[src/rtl/nfc_pkg.sv]
`timescale 1ns/1ps
// Shared types and register offsets for the NAND host front-end.
// Assumes a 4-bit register offset and 8-bit device bus.
package nfc_pkg;
    typedef enum logic [1:0] {K_CMD = 2'd0, K_ADDR = 2'd1, K_DATA = 2'd2, K_READ = 2'd3} ent_kind_e;

    typedef struct packed {
        ent_kind_e  kind;
        logic [7:0] val;
    } wb_ent_t;

    localparam logic [3:0] RA_CTRL  = 4'd0;
    localparam logic [3:0] RA_STAT  = 4'd1;
    localparam logic [3:0] RA_EVT   = 4'd2;
    localparam logic [3:0] RA_MASK  = 4'd3;
    localparam logic [3:0] RA_CMD   = 4'd4;
    localparam logic [3:0] RA_ADDR  = 4'd5;
    localparam logic [3:0] RA_WDATA = 4'd6;
    localparam logic [3:0] RA_RDREQ = 4'd7;
    localparam logic [3:0] RA_RDATA = 4'd8;
    localparam logic [3:0] RA_ECCR  = 4'd9;
    localparam logic [3:0] RA_PAGE  = 4'd10;

    localparam int EV_NB   = 0;
    localparam int EV_OVF  = 1;
    localparam int EV_EDGE = 2;
    localparam int EV_RDY  = 3;
    localparam int EV_WDN  = 4;
    localparam int EV_W    = 5;
endpackage

[src/rtl/nfc_wbuf.sv]
`timescale 1ns/1ps
// Write buffer shared by command, address, data and read-request entries.
// Assumes: a push while full is dropped by this module (caller flags it);
// a pop while empty is ignored.
module nfc_wbuf
    import nfc_pkg::*;
#(
    parameter int DEPTH = 4
) (
    input  logic    clk,
    input  logic    rst_n,
    input  logic    push,
    input  wb_ent_t din,
    input  logic    pop,
    output wb_ent_t dout,
    output logic    full,
    output logic    empty
);
    localparam int PW = (DEPTH > 1) ? $clog2(DEPTH) : 1;
    localparam int CW = $clog2(DEPTH + 1);

    wb_ent_t         mem [DEPTH];
    logic [PW-1:0]   wp, rp;
    logic [CW-1:0]   cnt;
    logic            push_ok, pop_ok;

    assign full    = (cnt == CW'(DEPTH));
    assign empty   = (cnt == '0);
    assign push_ok = push && !full;
    assign pop_ok  = pop && !empty;
    assign dout    = mem[rp];

    // Store accepted entries.
    always_ff @(posedge clk) begin
        if (push_ok) mem[wp] <= din;
    end

    // Advance pointers and occupancy.
    always_ff @(posedge clk) begin
        if (!rst_n) begin
            wp  <= '0;
            rp  <= '0;
            cnt <= '0;
        end else begin
            if (push_ok) wp <= (wp == PW'(DEPTH - 1)) ? '0 : wp + 1'b1;
            if (pop_ok)  rp <= (rp == PW'(DEPTH - 1)) ? '0 : rp + 1'b1;
            cnt <= cnt + CW'(push_ok) - CW'(pop_ok);
        end
    end

    AST_FULL_HOLDS: assert property (@(posedge clk) disable iff (!rst_n)
        (full && !pop) |=> full);
    AST_EMPTY_NO_GROW: assert property (@(posedge clk) disable iff (!rst_n)
        (empty && !push) |=> empty);
endmodule

[src/rtl/nfc_pinseq.sv]
`timescale 1ns/1ps
// Device pin sequencer: takes one buffer entry when idle, holds the latch
// enables and bus for the strobe plus one hold cycle, strobe low for delay+1.
// Assumes the entry at the buffer head is stable while valid.
module nfc_pinseq
    import nfc_pkg::*;
#(
    parameter int DLY_W = 4
) (
    input  logic             clk,
    input  logic             rst_n,
    input  logic             ent_valid,
    input  wb_ent_t          ent_in,
    input  logic [DLY_W-1:0] rd_dly,
    input  logic [DLY_W-1:0] wr_dly,
    output logic             ent_pop,
    output logic             cle,
    output logic             ale,
    output logic             we_n,
    output logic             re_n,
    output logic [7:0]       dq_out,
    output logic             dq_oe,
    input  logic [7:0]       dq_in,
    output logic             xfer_done,
    output ent_kind_e        xfer_kind,
    output logic             cap_valid,
    output logic [7:0]       cap_byte
);
    typedef enum logic [1:0] {S_IDLE, S_STRB, S_HOLD} seq_st_e;

    seq_st_e          st;
    wb_ent_t          cur;
    logic [DLY_W-1:0] cnt;
    logic             busy;

    assign busy      = (st != S_IDLE);
    assign ent_pop   = (st == S_IDLE) && ent_valid;
    assign xfer_done = (st == S_STRB) && (cnt == '0);
    assign xfer_kind = cur.kind;
    assign cap_valid = xfer_done && (cur.kind == K_READ);
    assign we_n      = !((st == S_STRB) && (cur.kind != K_READ));
    assign re_n      = !((st == S_STRB) && (cur.kind == K_READ));
    assign cle       = busy && (cur.kind == K_CMD);
    assign ale       = busy && (cur.kind == K_ADDR);
    assign dq_oe     = busy && (cur.kind != K_READ);
    assign dq_out    = cur.val;

    // Step idle -> strobe -> hold, loading delay and capturing read data.
    always_ff @(posedge clk) begin
        if (!rst_n) begin
            st       <= S_IDLE;
            cur      <= '0;
            cnt      <= '0;
            cap_byte <= '0;
        end else begin
            case (st)
                S_IDLE: if (ent_valid) begin
                    cur <= ent_in;
                    cnt <= (ent_in.kind == K_READ) ? rd_dly : wr_dly;
                    st  <= S_STRB;
                end
                S_STRB: if (cnt == '0) begin
                    st <= S_HOLD;
                    if (cur.kind == K_READ) cap_byte <= dq_in;
                end else begin
                    cnt <= cnt - 1'b1;
                end
                default: st <= S_IDLE;
            endcase
        end
    end

    AST_BUS_STABLE: assert property (@(posedge clk) disable iff (!rst_n)
        (st == S_STRB) |=> $stable(dq_out));
    AST_KIND_STABLE: assert property (@(posedge clk) disable iff (!rst_n)
        (st == S_STRB) |=> $stable(cle) && $stable(ale));
endmodule

[src/rtl/nfc_pagectl.sv]
`timescale 1ns/1ps
// Page transfer tracking and self-clearing counter reset.
// Assumes one transfer completion per cycle at most.
module nfc_pagectl
    import nfc_pkg::*;
#(
    parameter int PG_SMALL   = 256,
    parameter int PG_LARGE   = 512,
    parameter int RST_CYCLES = 4
) (
    input  logic      clk,
    input  logic      rst_n,
    input  logic      ecc_req,
    input  logic      pg_wr,
    input  logic [1:0] pg_bits,
    input  logic      pg_large,
    input  logic      xfer_done,
    input  ent_kind_e xfer_kind,
    output logic      rst_busy,
    output logic      rd_pend,
    output logic      wr_pend,
    output logic      wr_done
);
    localparam int PCW = $clog2(PG_LARGE);
    localparam int RCW = $clog2(RST_CYCLES + 1);

    logic [PCW-1:0] pg_cnt, pg_last;
    logic [RCW-1:0] rst_cnt;
    logic           counted;

    assign rst_busy = (rst_cnt != '0);
    assign pg_last  = pg_large ? PCW'(PG_LARGE - 1) : PCW'(PG_SMALL - 1);
    assign counted  = xfer_done && ((wr_pend && xfer_kind == K_DATA) ||
                                    (rd_pend && xfer_kind == K_READ));
    assign wr_done  = !rst_busy && !pg_wr && counted && (pg_cnt == pg_last) &&
                      (xfer_kind == K_DATA);

    // Self-clearing reset timer.
    always_ff @(posedge clk) begin
        if (!rst_n)          rst_cnt <= '0;
        else if (ecc_req)    rst_cnt <= RCW'(RST_CYCLES);
        else if (rst_busy)   rst_cnt <= rst_cnt - 1'b1;
    end

    // Page pending flags and byte counter.
    always_ff @(posedge clk) begin
        if (!rst_n || rst_busy) begin
            pg_cnt  <= '0;
            rd_pend <= 1'b0;
            wr_pend <= 1'b0;
        end else if (pg_wr) begin
            if (pg_bits[0]) rd_pend <= 1'b1;
            if (pg_bits[1]) wr_pend <= 1'b1;
            pg_cnt <= '0;
        end else if (counted) begin
            if (pg_cnt == pg_last) begin
                pg_cnt <= '0;
                if (xfer_kind == K_DATA) wr_pend <= 1'b0;
                else                     rd_pend <= 1'b0;
            end else begin
                pg_cnt <= pg_cnt + 1'b1;
            end
        end
    end

    AST_RST_CLEARS: assert property (@(posedge clk) disable iff (!rst_n)
        rst_busy |=> (!rd_pend && !wr_pend));
    AST_DONE_DROPS: assert property (@(posedge clk) disable iff (!rst_n)
        wr_done |=> !wr_pend);
endmodule

[src/rtl/nfc_host_front.sv]
`timescale 1ns/1ps
// Register front-end for an 8-bit NAND device: decodes register writes into
// buffer entries, holds control/mask/event state, synchronizes ready/busy.
// Assumes one register access per cycle, reads are combinational.
module nfc_host_front
    import nfc_pkg::*;
#(
    parameter int FIFO_DEPTH = 4,
    parameter int DLY_W      = 4,
    parameter int SYNC_N     = 2,
    parameter int RST_CYCLES = 4,
    parameter int PG_SMALL   = 256,
    parameter int PG_LARGE   = 512
) (
    input  logic        clk,
    input  logic        rst_n,
    input  logic        reg_wr,
    input  logic [3:0]  reg_addr,
    input  logic [15:0] reg_wdata,
    output logic [15:0] reg_rdata,
    output logic        irq_o,
    output logic        nand_cle,
    output logic        nand_ale,
    output logic        nand_we_n,
    output logic        nand_re_n,
    output logic [7:0]  nand_dq_out,
    output logic        nand_dq_oe,
    input  logic [7:0]  nand_dq_in,
    input  logic        nand_rb
);
    localparam int CTL_W  = 2 * DLY_W + 2;
    localparam int CTL_PG = 2 * DLY_W + 1;

    logic [CTL_W-1:0] ctrl_q;
    logic [EV_W-1:0]  evt_q, evt_set, evt_clr, mask_q;
    logic [SYNC_N-1:0] rb_sync;
    logic             wb_push, wb_full, wb_empty, wb_pop, empty_q;
    wb_ent_t          wb_in, wb_out;
    logic             xfer_done, cap_valid, rst_busy, rd_pend, wr_pend, wr_done;
    ent_kind_e        xfer_kind;
    logic [7:0]       cap_byte;
    logic             nb, wdata_unused;

    assign wdata_unused = ^reg_wdata[15:CTL_W];
    assign wb_push    = reg_wr && (reg_addr >= RA_CMD) && (reg_addr <= RA_RDREQ);
    assign wb_in.kind = ent_kind_e'(reg_addr[1:0]);
    assign wb_in.val  = reg_wdata[7:0];
    assign nb         = rb_sync[SYNC_N-1];

    nfc_wbuf #(.DEPTH(FIFO_DEPTH)) u_wbuf (
        .clk(clk), .rst_n(rst_n), .push(wb_push), .din(wb_in), .pop(wb_pop),
        .dout(wb_out), .full(wb_full), .empty(wb_empty)
    );

    nfc_pinseq #(.DLY_W(DLY_W)) u_seq (
        .clk(clk), .rst_n(rst_n), .ent_valid(!wb_empty), .ent_in(wb_out),
        .rd_dly(ctrl_q[DLY_W-1:0]), .wr_dly(ctrl_q[2*DLY_W-1:DLY_W]),
        .ent_pop(wb_pop), .cle(nand_cle), .ale(nand_ale), .we_n(nand_we_n),
        .re_n(nand_re_n), .dq_out(nand_dq_out), .dq_oe(nand_dq_oe),
        .dq_in(nand_dq_in), .xfer_done(xfer_done), .xfer_kind(xfer_kind),
        .cap_valid(cap_valid), .cap_byte(cap_byte)
    );

    nfc_pagectl #(.PG_SMALL(PG_SMALL), .PG_LARGE(PG_LARGE), .RST_CYCLES(RST_CYCLES)) u_page (
        .clk(clk), .rst_n(rst_n),
        .ecc_req(reg_wr && reg_addr == RA_ECCR && reg_wdata[0]),
        .pg_wr(reg_wr && reg_addr == RA_PAGE), .pg_bits(reg_wdata[1:0]),
        .pg_large(ctrl_q[CTL_PG]), .xfer_done(xfer_done), .xfer_kind(xfer_kind),
        .rst_busy(rst_busy), .rd_pend(rd_pend), .wr_pend(wr_pend), .wr_done(wr_done)
    );

    // Ready/busy synchronizer chain.
    generate
        for (genvar g = 0; g < SYNC_N; g++) begin : g_sync
            always_ff @(posedge clk) begin
                if (!rst_n)      rb_sync[g] <= 1'b0;
                else if (g == 0) rb_sync[g] <= nand_rb;
                else             rb_sync[g] <= rb_sync[(g > 0) ? g - 1 : 0];
            end
        end
    endgenerate

    // Collect event sources and write-one-to-clear requests.
    always_comb begin
        evt_set          = '0;
        evt_set[EV_NB]   = rb_sync[SYNC_N-2] && !nb;
        evt_set[EV_OVF]  = wb_push && wb_full;
        evt_set[EV_EDGE] = wb_empty && !empty_q;
        evt_set[EV_RDY]  = cap_valid;
        evt_set[EV_WDN]  = wr_done;
        evt_clr = (reg_wr && reg_addr == RA_EVT) ? reg_wdata[EV_W-1:0] : '0;
    end

    // Control, mask and event registers.
    always_ff @(posedge clk) begin
        if (!rst_n) begin
            ctrl_q  <= '0;
            mask_q  <= '0;
            evt_q   <= '0;
            empty_q <= 1'b1;
        end else begin
            if (reg_wr && reg_addr == RA_CTRL) ctrl_q <= reg_wdata[CTL_W-1:0];
            if (reg_wr && reg_addr == RA_MASK) mask_q <= reg_wdata[EV_W-1:0];
            evt_q   <= (evt_q & ~evt_clr) | evt_set;
            empty_q <= wb_empty;
        end
    end

    // Register read mux.
    always_comb begin
        case (reg_addr)
            RA_CTRL:  reg_rdata = 16'(ctrl_q);
            RA_STAT:  reg_rdata = 16'({wb_empty, rd_pend, wr_pend, wb_full, nb});
            RA_EVT:   reg_rdata = 16'(evt_q);
            RA_MASK:  reg_rdata = 16'(mask_q);
            RA_RDATA: reg_rdata = 16'(cap_byte);
            RA_ECCR:  reg_rdata = 16'(rst_busy);
            default:  reg_rdata = 16'h0000;
        endcase
    end

    assign irq_o = |(evt_q & mask_q);

    AST_OVF_FLAG: assert property (@(posedge clk) disable iff (!rst_n)
        (wb_push && wb_full) |=> evt_q[EV_OVF]);
    AST_RDY_STICKY: assert property (@(posedge clk) disable iff (!rst_n)
        (evt_q[EV_RDY] && !(reg_wr && reg_addr == RA_EVT && reg_wdata[EV_RDY])) |=> evt_q[EV_RDY]);
    AST_NB_EDGE: assert property (@(posedge clk) disable iff (!rst_n)
        $rose(nb) |-> evt_q[EV_NB]);
    AST_CAP_FLAG: assert property (@(posedge clk) disable iff (!rst_n)
        cap_valid |=> evt_q[EV_RDY]);
endmodule

[config.mk]
export PLATFORM = sky130hd
export DESIGN_NAME = nfc_host_front
export DESIGN_NICKNAME = d
export VERILOG_FILES = /design/src/rtl/nfc_pkg.sv /design/src/rtl/nfc_wbuf.sv /design/src/rtl/nfc_pinseq.sv /design/src/rtl/nfc_pagectl.sv /design/src/rtl/nfc_host_front.sv
export SDC_FILE = /design/constraint.sdc
export NUM_CORES = 1
export LEC_CHECK = 0
export ABC_AREA = 0
export BUFFER_PORTS_ARGS = -buffer_cell sky130_fd_sc_hd__buf_2
export CORE_MARGIN = 4
export CORE_UTILIZATION = 40
export CTS_CLUSTER_SIZE = 16
export DETAILED_ROUTE_END_ITERATION = 10
export GPL_TIMING_DRIVEN = 0
export PLACE_DENSITY = 0.61
export SLEW_MARGIN = 20
export SYNTH_ARGS = -nofsm -noshare
export SYNTH_HDL_FRONTEND = slang
export SYNTH_SLANG_ARGS = --single-unit
export TNS_END_PERCENT = 20
[constraint.sdc]
create_clock -name clk -period 4.8 [get_ports clk]
set_input_delay 0.96 -clock clk [delete_from_list [all_inputs] [get_ports clk]]
set_output_delay 0.96 -clock clk [all_outputs]
set_load 0.01 [all_outputs]
## Yosys cells after proc, flatten, opt, wreduce, memory -nomap -nowiden

Memories as Yosys holds them, arrays and structs flattened. A register that Yosys moved wholly into a read port is not among the register bits.
Index checks and enable logic that the tools add are counted.

- Reduce and logical (&&, ||, !) cells: 60
- Equal/unequal tests: 22
- $add $sub $neg: 7
- Bitwise logic cells: 6
- Multiply operators: 0
- Mux-type cells: 29
- Divide/modulo/power cells: 0
- Magnitude comparators: 2
- Shifts and indexed selects: 0

Operator list:

| kind | count |
|---|---|
| 10-bit one-hot mux with 6 select lines | 1 |
| 1-bit logical AND | 28 |
| 9-bit two-way mux | 2 |
| 4-bit equality test, second input constant | 3 |
| 1-bit two-way mux | 12 |
| 2-bit two-way mux | 6 |
| 4-bit two-way mux | 3 |
| 2-bit != test, second input constant | 6 |
| 2-bit nonzero test | 6 |
| 5-bit AND | 2 |
| 2-bit equality test, second input constant | 5 |
| 9-bit by 1-bit adder with 9-bit output, second input constant | 1 |
| 9-bit equality test | 1 |
| 1-bit zero test | 9 |
| 4-bit by 2-bit equality test with 1-bit output, second input constant | 2 |
| 4-bit zero test | 2 |
| 4-bit one-hot mux with 2 select lines | 1 |
| 4-bit AND reduction | 2 |
| 3-bit two-way mux | 2 |
| 3-bit AND reduction | 2 |
| 5-bit two-way mux | 1 |
| 5-bit inverter | 1 |
| 5-bit bitwise OR | 1 |
| 5-bit OR reduction | 1 |
| 19 further kinds | 26 |

- Latch bits: 0
- Bits in read-only memories: 0
- Memory bits (writable): 40
- Bits of input ports: 32
- Word-level logic and storage cells: 146
- Flip-flop bits (word level): 68
- Memories kept: 1
- Output and inout port bits: 30

Memories:

| name | words | bits a word | read ports | clocked after Yosys merged registers in | wr ports | line | RTL |
|---|---|---|---|---|---|---|---|
| u_wbuf.mem | 4 | 10 | 1 | 1 | 1 | nfc_wbuf.sv:22 | `wb_ent_t mem [DEPTH];` |

## Depth between registers and ports, before layout

Gate-level depths: netlist of run 1.

- Word-level depth: 8
- Mapped depth: 10
- Mapped depth without buffers: 10

## By module

Synthesis of run 1 repeated with hierarchy kept, for this count alone.

- Cell total of the unflattened synthesis: 449
- Area, all modules: 5056.1 um2

Modules (own cells, without submodules):

| module | cells each | instances | sequential area each (um2) | area an instance (um2) |
|---|---|---|---|---|
| nfc_wbuf | 105 | 1 | 1381.3 | 1948.1 |
| nfc_host_front | 137 | 1 | 460.4 | 1262.5 |
| nfc_pinseq | 122 | 1 | 480.5 | 1096.1 |
| nfc_pagectl | 85 | 1 | 280.3 | 749.5 |

## Least setup slack after synthesis of run 1

OpenSTA, ideal clock, no wires.

- Kind: input -> output
- Start point: in reg_addr[3]
- End point: out reg_rdata[0]
- Setup slack: 1939 ps
- Required time: 3840 ps
- Stages on the path: 4
- Arrival: 1901 ps
- Path buffers: 1
- Path through: clkbuf_1 > mux4_2 > mux2i_1 > nor2_1

- Word-level cells in the longest chain between the ends: 2
- Elaborated cells between the ends (all ways): 7
- Those cells by class: eq/ne: 5; mux: 1; reduce/logical: 1

Ends and longest elaborated chain:

| element | line | RTL |
|---|---|---|
| start, declared | nfc_host_front.sv:18 | `input logic [3:0] reg_addr,` |
| 4-bit equality test, or another cell as far along | nfc_host_front.sv:111 | `case (reg_addr)` |
| 10-bit one-hot mux with 6 select lines (*) | nfc_host_front.sv:111 |  |
| end, declared | nfc_host_front.sv:20 | `output logic [15:0] reg_rdata,` |

Every way passes the cells marked *; elsewhere a longest branch is shown, timed or not.

## Worst setup path after layout of run 1

- Start point: reg u_page.rst_cnt[0]
- End point: out reg_rdata[0]

- Word-level cells in the longest chain between the ends: 2

Ends and longest elaborated chain:

| element | line | RTL |
|---|---|---|
| start, declared | nfc_pagectl.sv:28 | `logic [RCW-1:0] rst_cnt;` |
| start signal, assigned | nfc_pagectl.sv:41 | `else if (ecc_req) rst_cnt <= RCW'(RST_CYCLES);` |
| start signal, assigned | nfc_pagectl.sv:42 | `else if (rst_busy) rst_cnt <= rst_cnt - 1'b1;` |
| 3-bit nonzero test | nfc_pagectl.sv:31 | `assign rst_busy = (rst_cnt != '0);` |
| 10-bit one-hot mux with 6 select lines | nfc_host_front.sv:111 |  |

Every way passes these cells.

==> impl_results.md, run 1 <==
- Max incr delay on CP: 0.49 ns
- Post-synth ARST share: 0%
- Crit path cell chain: inv_1 > ha_1 > ha_1 > clkbuf_1 > inv_1 > mux4_2 > mux2i_1 > nor2_1 > buf_2
- Startpoint Class: flip-flop
- Vias in the first global route: 3468
- RSZ-0062 raised after global routing: no
- Top post-synthesis cells by area: dfxtp_1 (28%), edfxtp_1 (24%), mux2i_1 (7.1%), mux4_1 (4.8%), nor2_1 (3.9%)
- Postcts setup bufs: 0
- Clk_skew: 0.006307 ns
- Post-synth EDFFs: 40
- Period utilization: 68.37%
- Synth area leader: dfxtp_1
- Clk buf depth: 2
- Die Width: 119.4 um
- Crit path from: u_page.rst_cnt[0]
- Synth top cells by count: dfxtp_1 (70), nor2_1 (51), edfxtp_1 (40)
- Maximum Capacitance Violations: 0
- Detail Route Antenna Nets: 0
- Routed vias/inst: 5.148
- Worst path slowest cell: mux4_2
- Overall Power: 2.610 mW
- Slew HR: 52.33%
- Seq/Total Area, Yosys: ~52%
- Fin crit period: approximately 3.3 ns
- Fin Hold WS: 0.4532 ns
- GR Overflow Total: 0
- TNS Setup: 0 ns
- Number of iterations in the first detailed-routing pass: 6
- First-pass GRT wire length: 17980 um
- Initial Utilization: 41.12%
- Post-DR wirelength/cell: ~16 um
- Fmax: 304.7 MHz
- Gpl congestion: 0.8295
- Power Density: ~460 nW/um^2
- GRT Total Usage: 15.99%
- CP Max Fanout: 7
- # DRC: 0
- Fin. max-slew vios: 0
- Crit path max-delay family: buffers and inverters
- Detailed placer's ending HPWL: 8075 um
- Hold_buf cts: 0
- Type of the worst setup path: reg2out
- Clock transition at path regs: approximately 0.070 ns
- Diode count: 0
- Share of cells above drive strength 1: 17.67%
- H-tree Lvls: 3
- Status: completed
- Largest net degree at the start of global routing: 18
- Initial antenna violation count: 0
- Synth top area share: 28.25%
- Post-CTS sizing: 0
- Die Y: 119.4 um
- Iter 0 DRT Violations: 158
- Worst Tran Pin Value: 0.7124 ns
- Std-Cell Rows: 40
- Top-count cell post-synth: dfxtp_1
- Hold Vio Cnt, Final: 0
- Worst skew pair latency: 0.34 ns
- Total Nets Final: 555
- TritonCTS Buffers: 9
- Via count: between 3000 and 4000
- Core ar.: around 12000 sq um
- Synth warnings: 0
- Main flop type after synthesis: dfxtp_1
- Leakage: 2.255 nW
- Clock Tree Root: clkbuf_16
- Buffers on Ports: 47
- VDD IR-drop max: between 0.2 and 0.3 mV
- P&R area growth vs syn: 15.14%
- Worst Path Required: around 3.8 ns
- Yosys cell types: 56
- Post-synthesis register bit count: 110
- Post-Syn Area: 4960 sq um
- Final wirelength: 11110 um
- Buf+Inv Stages, Crit Path: 4
- Min-delay worst type: reg2reg
- CTS tree: yes
- # IOs: 62
- Final setup viols: 0
- Num Clock Sinks: between 100 and 150
- Die area: 14240 sq um
- Cells after Synth: 447
- CP Capture Type: primary output
- Avg Inst Size Synth: 11.10 sq um
- Worst reg2reg path startpoint: u_wbuf.cnt[1]
- Min-delay src: u_seq.dq_out[5]
- CP arrival: between 2 and 2.5 ns
==> final cells by class <==
type,count,area [sq um]
timing repair buffer,47,235.2
inverter,16,60.06
clock buffer,11,254.0
tap,168,210.2
multi-input combinational,296,2155
buffer,30,161.4
fill,1124,6351
sequential,110,2603
clock inverter,5,32.53
==> worst reg2reg max path, delay by kind of cell, from the launching register on <==
kind | cells | cell delay, ns
xor+xnor | 2 | 0.32
buf+inv | 1 | 0.05
flops | 1 | 0.43
compound gates | 1 | 0.12
simple gates | 4 | 0.71
fa+ha+maj | 2 | 0.52
==> registers in the layout, indices dropped and copies added, names as in the netlist, 2 cells and up, named ones only <==
| register | cells |
|---|---|
| u_wbuf.mem | 40 |
| ctrl_q | 10 |
| u_page.pg_cnt | 9 |
| u_seq.cap_byte | 8 |
| u_seq.dq_out | 8 |
| evt_q | 5 |
| mask_q | 5 |
| u_seq.cnt | 4 |
| u_page.rst_cnt | 3 |
| u_wbuf.cnt | 3 |
| u_seq.st | 2 |
| u_seq.xfer_kind | 2 |
| u_wbuf.rp | 2 |
| u_wbuf.wp | 2 |
==> cell usage in the layout, fill, tap and decap left out, types with 6 or more instances in the layout <==
cell type  instances
conb_1             6
clkbuf_1          13
nand2b_1           7
mux4_2             6
and2_1             9
nor2_1            51
buf_4              9
clkbuf_16         10
nand3_1           14
buf_2             52
mux2i_1           35
dfxtp_1           70
mux4_1             9
a21oi_1           34
inv_1             16
edfxtp_1          40
ha_1              12
nor3_1             7
nand2_1           38
==> per-layer routing <==
metal | routed length (um) | track usage, %
met4 | 196 | 6.228
met1 | 5056 | 21.02
met3 | 653 | 3.466
met5 | 0 | 0
met2 | 5203 | 25.82
==> where the power goes <==
part	leakage, nW	total (mW)	internal [mW]	switching (mW)
logic	1.19	0.781	0.322	0.459
registers	0.930	1.12	1.06	0.0571
clock network	0.134	0.708	0.382	0.326
==> cells by family after synthesis <==
group / count (synthesis) / share of synthesized area [%]
compound gates: 63 / 7.871
xor+xnor: 5 / 0.8831
fa+ha+maj: 13 / 3.431
buf+inv: 46 / 4.465
flops: 110 / 52.47
mux: 51 / 14.86
other cells: 1 / 0.07561
simple gates: 158 / 15.94
==> stage by stage <==
| step | util, % | setup WS, ns | cell area (sq um) | cells |
|---|---|---|---|---|
| after floorplan | - | 1.939 | 4979 | 452 |
| after global placement | 44.97 | 1.624 | 5424 | 667 |
| after detailed placement | 44.97 | 1.612 | 5424 | 667 |
| after CTS | 47.34 | 1.505 | 5710 | 683 |
| after global routing | 47.34 | 1.359 | 5710 | 683 |
| final | 47.34 | 1.518 | 5710 | 683 |
==> path summary, 6_finish.rpt <==
path	endpoint	slack [ns]	depth (start not counted)
worst max-delay path	reg_rdata[0]	1.52	9
worst min-delay path	u_seq.dq_out[5]	0.45	2
worst min register to register	u_seq.dq_out[5]	0.45	2
worst max register to register	u_wbuf.cnt[2]	2.52	10
Power figures use the tool's default switching activity.
==> run 2: changes to the inputs <==
Settings changed: PLACE_DENSITY 0.61 to 0.63.
Clock period 4.8 ns to 3 ns, I/O delays scaled along.
==> impl_results.md, run 2 (synthesis results as in run 1) <==
- CTS tree: yes
- Clock Tree Root: clkbuf_16
- Detailed placer's ending HPWL: 7998 um
- CP Max Fanout: 7
- H-tree Lvls: 3
- Clock transition at path regs: 0.07 ns
- Postcts setup bufs: 0
- Hold Vio Cnt, Final: 0
- P&R area growth vs syn: 15.67%
- Most frequent cells in the layout: dfxtp_1 (70), buf_2 (52), nor2_1 (51)
- Multi-input gate area: 2155 sq um
- Leakage: between 2 and 2.5 nW
- Final wirelength: 11100 um
- Fin. max-slew vios: 0
- Pre-CTS setup slack: a little over 0.3 ns
- Type of the worst setup path: reg2out
- Die area: 14240 sq um
- Core ar.: 12060 sq um
- Initial antenna violation count: 0
- Fin cells: 682
- RSZ-0062 raised after global routing: no
- Gpl congestion: 0.8285
- Worst Path Required: 2.40 ns
- Post-DR wirelength/cell: approximately 16 um
- GRT Total Usage: 15.88%
- Overall Power: 4.279 mW
- Maximum Capacitance Violations: 0
- Die Width: 119.4 um
- Die Y: 119.4 um
- Clk buf depth: 2
- Top flop regs: u_wbuf.mem: 40 flops, ctrl_q: 10 flops, u_page.pg_cnt: 9 flops
- Buf+Inv Stages, Crit Path: 3
- Max reg flops: 40
- # IOs: between 60 and 70
- Std-Cell Rows: 40
- TNS Setup: 0 ns
- Filler instances: about 1100
- Clk_skew: 0.004916 ns
- Worst Tran Pin Value: 0.6917 ns
- Fmax: 362.1 MHz
- Worst path slowest cell: mux4_2
- Worst skew pair latency: 0.35 ns
- Num Clock Sinks: between 100 and 150
- Period utilization: 92.06%
- Routed vias/inst: 5.084
- Buffers on Ports: 47
- Number of iterations in the first detailed-routing pass: 4
- Largest net degree at the start of global routing: 19
- Final worst slack: 0.2382 ns
- CP Capture Type: primary output
- TritonCTS Buffers: 9
- Most common cell after layout, fill and taps aside: dfxtp_1
- Initial Utilization: 41.12%
- Slew HR: 53.71%
- Fin crit period: around 2.8 ns
- Placed instance area: approximately 5400 sq um
- Iter 0 DRT Violations: 263
- First-pass GRT wire length: 17860 um
- CP arrival: 2.16 ns
- R2R Setup Slk: just under 0.8 ns
- Crit path max-delay family: multiplexers
- Min-delay worst type: reg2reg
- Max incr delay on CP: 0.48 ns
- Fin Hold WS: 0.4562 ns
- Final setup viols: 0
- Power Density: 745.8 nW/um^2
- Final Util: 47.56%
- Largest Register: u_wbuf.mem
- # DRC: 0
- Crit path cell chain: inv_1 > ha_1 > ha_1 > inv_1 > mux4_2 > mux2i_1 > nor2_1 > buf_2
- Via count: roughly 3500
- Register Area: 2603 sq um
- Share of cells above drive strength 1: roughly 18%
- Post-route cell area: 5737 sq um
- GR Overflow Total: 0
- VDD IR-drop max: ~0.39 mV
- Detail Route Antenna Nets: 0
- Diode count: 0
- Placed insts: 667
- Startpoint Class: flip-flop
- Vias in the first global route: approximately 3500
- Status: completed
- Total Nets Final: roughly 550
## run 2: repair_timing
item                                    CTS  global route
resized for setup                         0             0
hold buffers                              0             0
endpoints found under the setup margin    0             1
## run 2: report_power, final
group / switching [mW] / internal [mW]
logic: 0.715 / 0.513
registers: 0.0949 / 1.70
clock network: 0.548 / 0.707
## run 2: metal layers
metal | track usage [%] | up-vias | share of wire, %
met3 | 3.514 | 15 | 7.1
met1 | 21.29 | 1627 | 45
li1 | - | 1724 | -
met5 | 0 | - | 0
met2 | 25.50 | 101 | 47
met4 | 5.440 | 0 | 1.6
## run 2: final timing paths
kind,start,depth (start not counted),to
min,u_seq.dq_out[5],2,u_seq.dq_out[5]
max,u_page.rst_cnt[0],8,reg_rdata[0]
min reg2reg,u_seq.dq_out[5],2,u_seq.dq_out[5]
max reg2reg,u_wbuf.cnt[1],10,u_wbuf.cnt[2]
## run 2: final cells by class
class / instances / area share [%]
inverter: 16 / 1.047
timing repair buffer: 47 / 4.100
sequential: 110 / 45.37
clock inverter: 5 / 1.091
tap: 168 / 3.664
clock buffer: 11 / 4.427
multi-input combinational: 296 / 37.56
buffer: 29 / 2.748
## run 2: worst min-delay path, stage by stage (launching register included)
cell     delay, ns
dfxtp_1       0.31
nand2_1       0.05
a21oi_1       0.05
==> run 3: changes to the inputs <==
Settings changed: CELL_PAD_IN_SITES_DETAIL_PLACEMENT from default to 1, CELL_PAD_IN_SITES_GLOBAL_PLACEMENT from default to 2, CORE_UTILIZATION 40 to 34, CTS_BUF_LIST from default to sky130_fd_sc_hd__clkbuf_4 sky130_fd_sc_hd__clkbuf_8 sky130_fd_sc_hd__clkbuf_16, PLACE_DENSITY 0.63 to 0.77.
==> impl_results.md, run 3 (synthesis results as in run 1) <==
- Worst hold stages: 2
- Worst Path Required: 2.40 ns
- Max reg flops: 40
- TritonCTS Buffers: 9
- VDD IR-drop max: 0.3741 mV
- TNS Setup: 0 ns
- Postcts setup bufs: 0
- Internal: roughly 2.8 mW
- Fmax: 351.5 MHz
- Flop pwr share: 42.2%
- CP Max Fanout: 7
- Slew HR: 55.21%
- Final wirelength: 12420 um
- Startpoint Class: flip-flop
- P&R area growth vs syn: 15.57%
- Worst skew pair latency: 0.36 ns
- Core ar.: ~14000 sq um
- Reg2reg end: u_wbuf.cnt[2]
- Routed vias/inst: 5.134
- Detail Route Antenna Nets: 0
- Die Width: 128.8 um
- First-pass GRT wire length: 20190 um
- Clk buf depth: 2
- Power Density: 742.3 nW/um^2
- Status: completed
- Clock transition at path regs: roughly 0.08 ns
- Leakage: 2.259 nW
- Largest Register: u_wbuf.mem
- Min-delay worst type: in2reg
- Hold endpoint: rb_sync[0]
- RSZ-0062 raised after global routing: no
- GR Overflow Total: 0
- Final worst slack: about 0.16 ns
- Detailed placer's ending HPWL: around 9000 um
- Worst reg2reg path startpoint: u_seq.st[0]
- Maximum Capacitance Violations: 0
- Total Nets Final: between 500 and 600
- Die Y: 128.8 um
- H-tree Lvls: 3
- Post-DR wirelength/cell: 17.90 um
- Die area: between 15000 and 20000 sq um
- Clk_skew: 0.008752 ns
- Fin. max-slew vios: 0
- # DRC: 0
- Diode count: 0
- Clock Tree Root: clkbuf_16
- Most frequent cells in the layout: dfxtp_1 (70), buf_2 (52), nor2_1 (51)
- Fin crit period: 2.845 ns
- Pre-CTS setup slack: 0.2759 ns
- Comb pwr share: 29.8%
- Hold Vio Cnt, Final: 0
- Share of cells above drive strength 1: between 10% and 20%
- Worst path slowest cell: mux4_2
- Net switching power: 1.450 mW
- Top flop regs: u_wbuf.mem: 40 flops, ctrl_q: 10 flops, u_page.pg_cnt: 9 flops
- Max incr delay on CP: 0.49 ns
- Reg2Reg Depth: 10
- Most common cell after layout, fill and taps aside: dfxtp_1
- CTS tree: yes
- Final setup viols: 0
- Iter 0 DRT Violations: between 150 and 200
- Period utilization: a little over nine tenths
- Num Clock Sinks: 110
- Sw frac: ~34%
- GRT Total Usage: 15.75%
- Crit path cell chain: inv_1 > ha_1 > ha_1 > inv_1 > mux4_2 > mux2i_1 > nor2_1 > buf_2
- CP arrival: 2.24 ns
- Clock power frac: 28.0%
- Largest net degree at the start of global routing: 22
- CP Capture Type: primary output
- Type of the worst setup path: reg2out
- Via count: 3563
- # IOs: 62
- Vias in the first global route: 3766
- Buffers on Ports: 47
- Initial Utilization: 35.19%
- Initial antenna violation count: 0
- Overall Power: 4.255 mW
- Number of iterations in the first detailed-routing pass: 4
- R2R Setup Slk: 0.70 ns
- Gpl congestion: 0.7658
- Std-Cell Rows: between 40 and 50
- Min-delay src: nand_rb
- Worst Tran Pin Value: 0.6667 ns
-- run 3: through the flow --
stage / hold slack, ns / cell area [sq um] / utilization [%] / std cells
global placement: 0.4390 / 5439 / 38.59 / 679
CTS: 0.4280 / 5736 / 40.69 / 695
detailed placement: 0.4420 / 5439 / 38.59 / 679
finish: 0.4411 / 5732 / 40.66 / 694
floorplan: 0.4214 / 4979 / - / 452
global route: 0.4464 / 5732 / 40.66 / 694
-- run 3: what timing repair did --
action                                  in CTS  in global routing
endpoints found under the setup margin       0                  1
hold buffers                                 0                  0
gates resized for setup                      0                  0
-- run 3: how the worst max path moves through the flow --
stage,cells past startpoint,end,start
after floorplan,9,u_wbuf.cnt[2],reg_addr[2]
after global placement,9,u_wbuf.cnt[2],reg_addr[2]
after detailed placement,9,u_wbuf.cnt[2],reg_addr[2]
after CTS,9,reg_rdata[0],u_page.rst_cnt[0]
after global routing,8,reg_rdata[0],u_page.rst_cnt[0]
final,8,reg_rdata[0],u_page.rst_cnt[0]
-- run 3: critical path: cells and delay by family, from the launching register on --
kind	cells	cell delay, ns
buf+inv	3	0.33
simple gates	1	0.06
mux	2	0.69
flops	1	0.32
fa+ha+maj	2	0.49
-- run 3: power groups by stage --
| stage | clock network [mW] | registers, mW | logic (mW) |
|---|---|---|---|
| floorplan | 0 | 1.83 | 0.884 |
| global placement | 0 | 1.82 | 1.25 |
| detailed placement | 0 | 1.83 | 1.29 |
| CTS | 1.24 | 1.79 | 1.30 |
| global route | 1.29 | 1.81 | 1.43 |
| finish | 1.19 | 1.79 | 1.27 |
-- run 3: final cells by class --
| type | instances | area (sq um) |
|---|---|---|
| Clock buffer | 9 | 225.2 |
| Multi-Input combinational cell | 296 | 2155 |
| Tap cell | 180 | 225.2 |
| Buffer | 29 | 157.7 |
| Clock inverter | 7 | 71.32 |
| Fill cell | 1580 | 8364 |
| Sequential cell | 110 | 2603 |
| Inverter | 16 | 60.06 |
| Timing Repair Buffer | 47 | 235.2 |
-- run 3: per-layer routing --
layer  share of wire, %  routed length (um)  vias to the layer above  track usage [%]
li1                   -                   -                     1724                -
met1                 45                5626                     1754            20.50
met2                 49                6034                       73            26.07
met3                4.6                 570                       12            4.151
met4                1.6                 193                        0            4.200
met5                  0                   0                        -                0
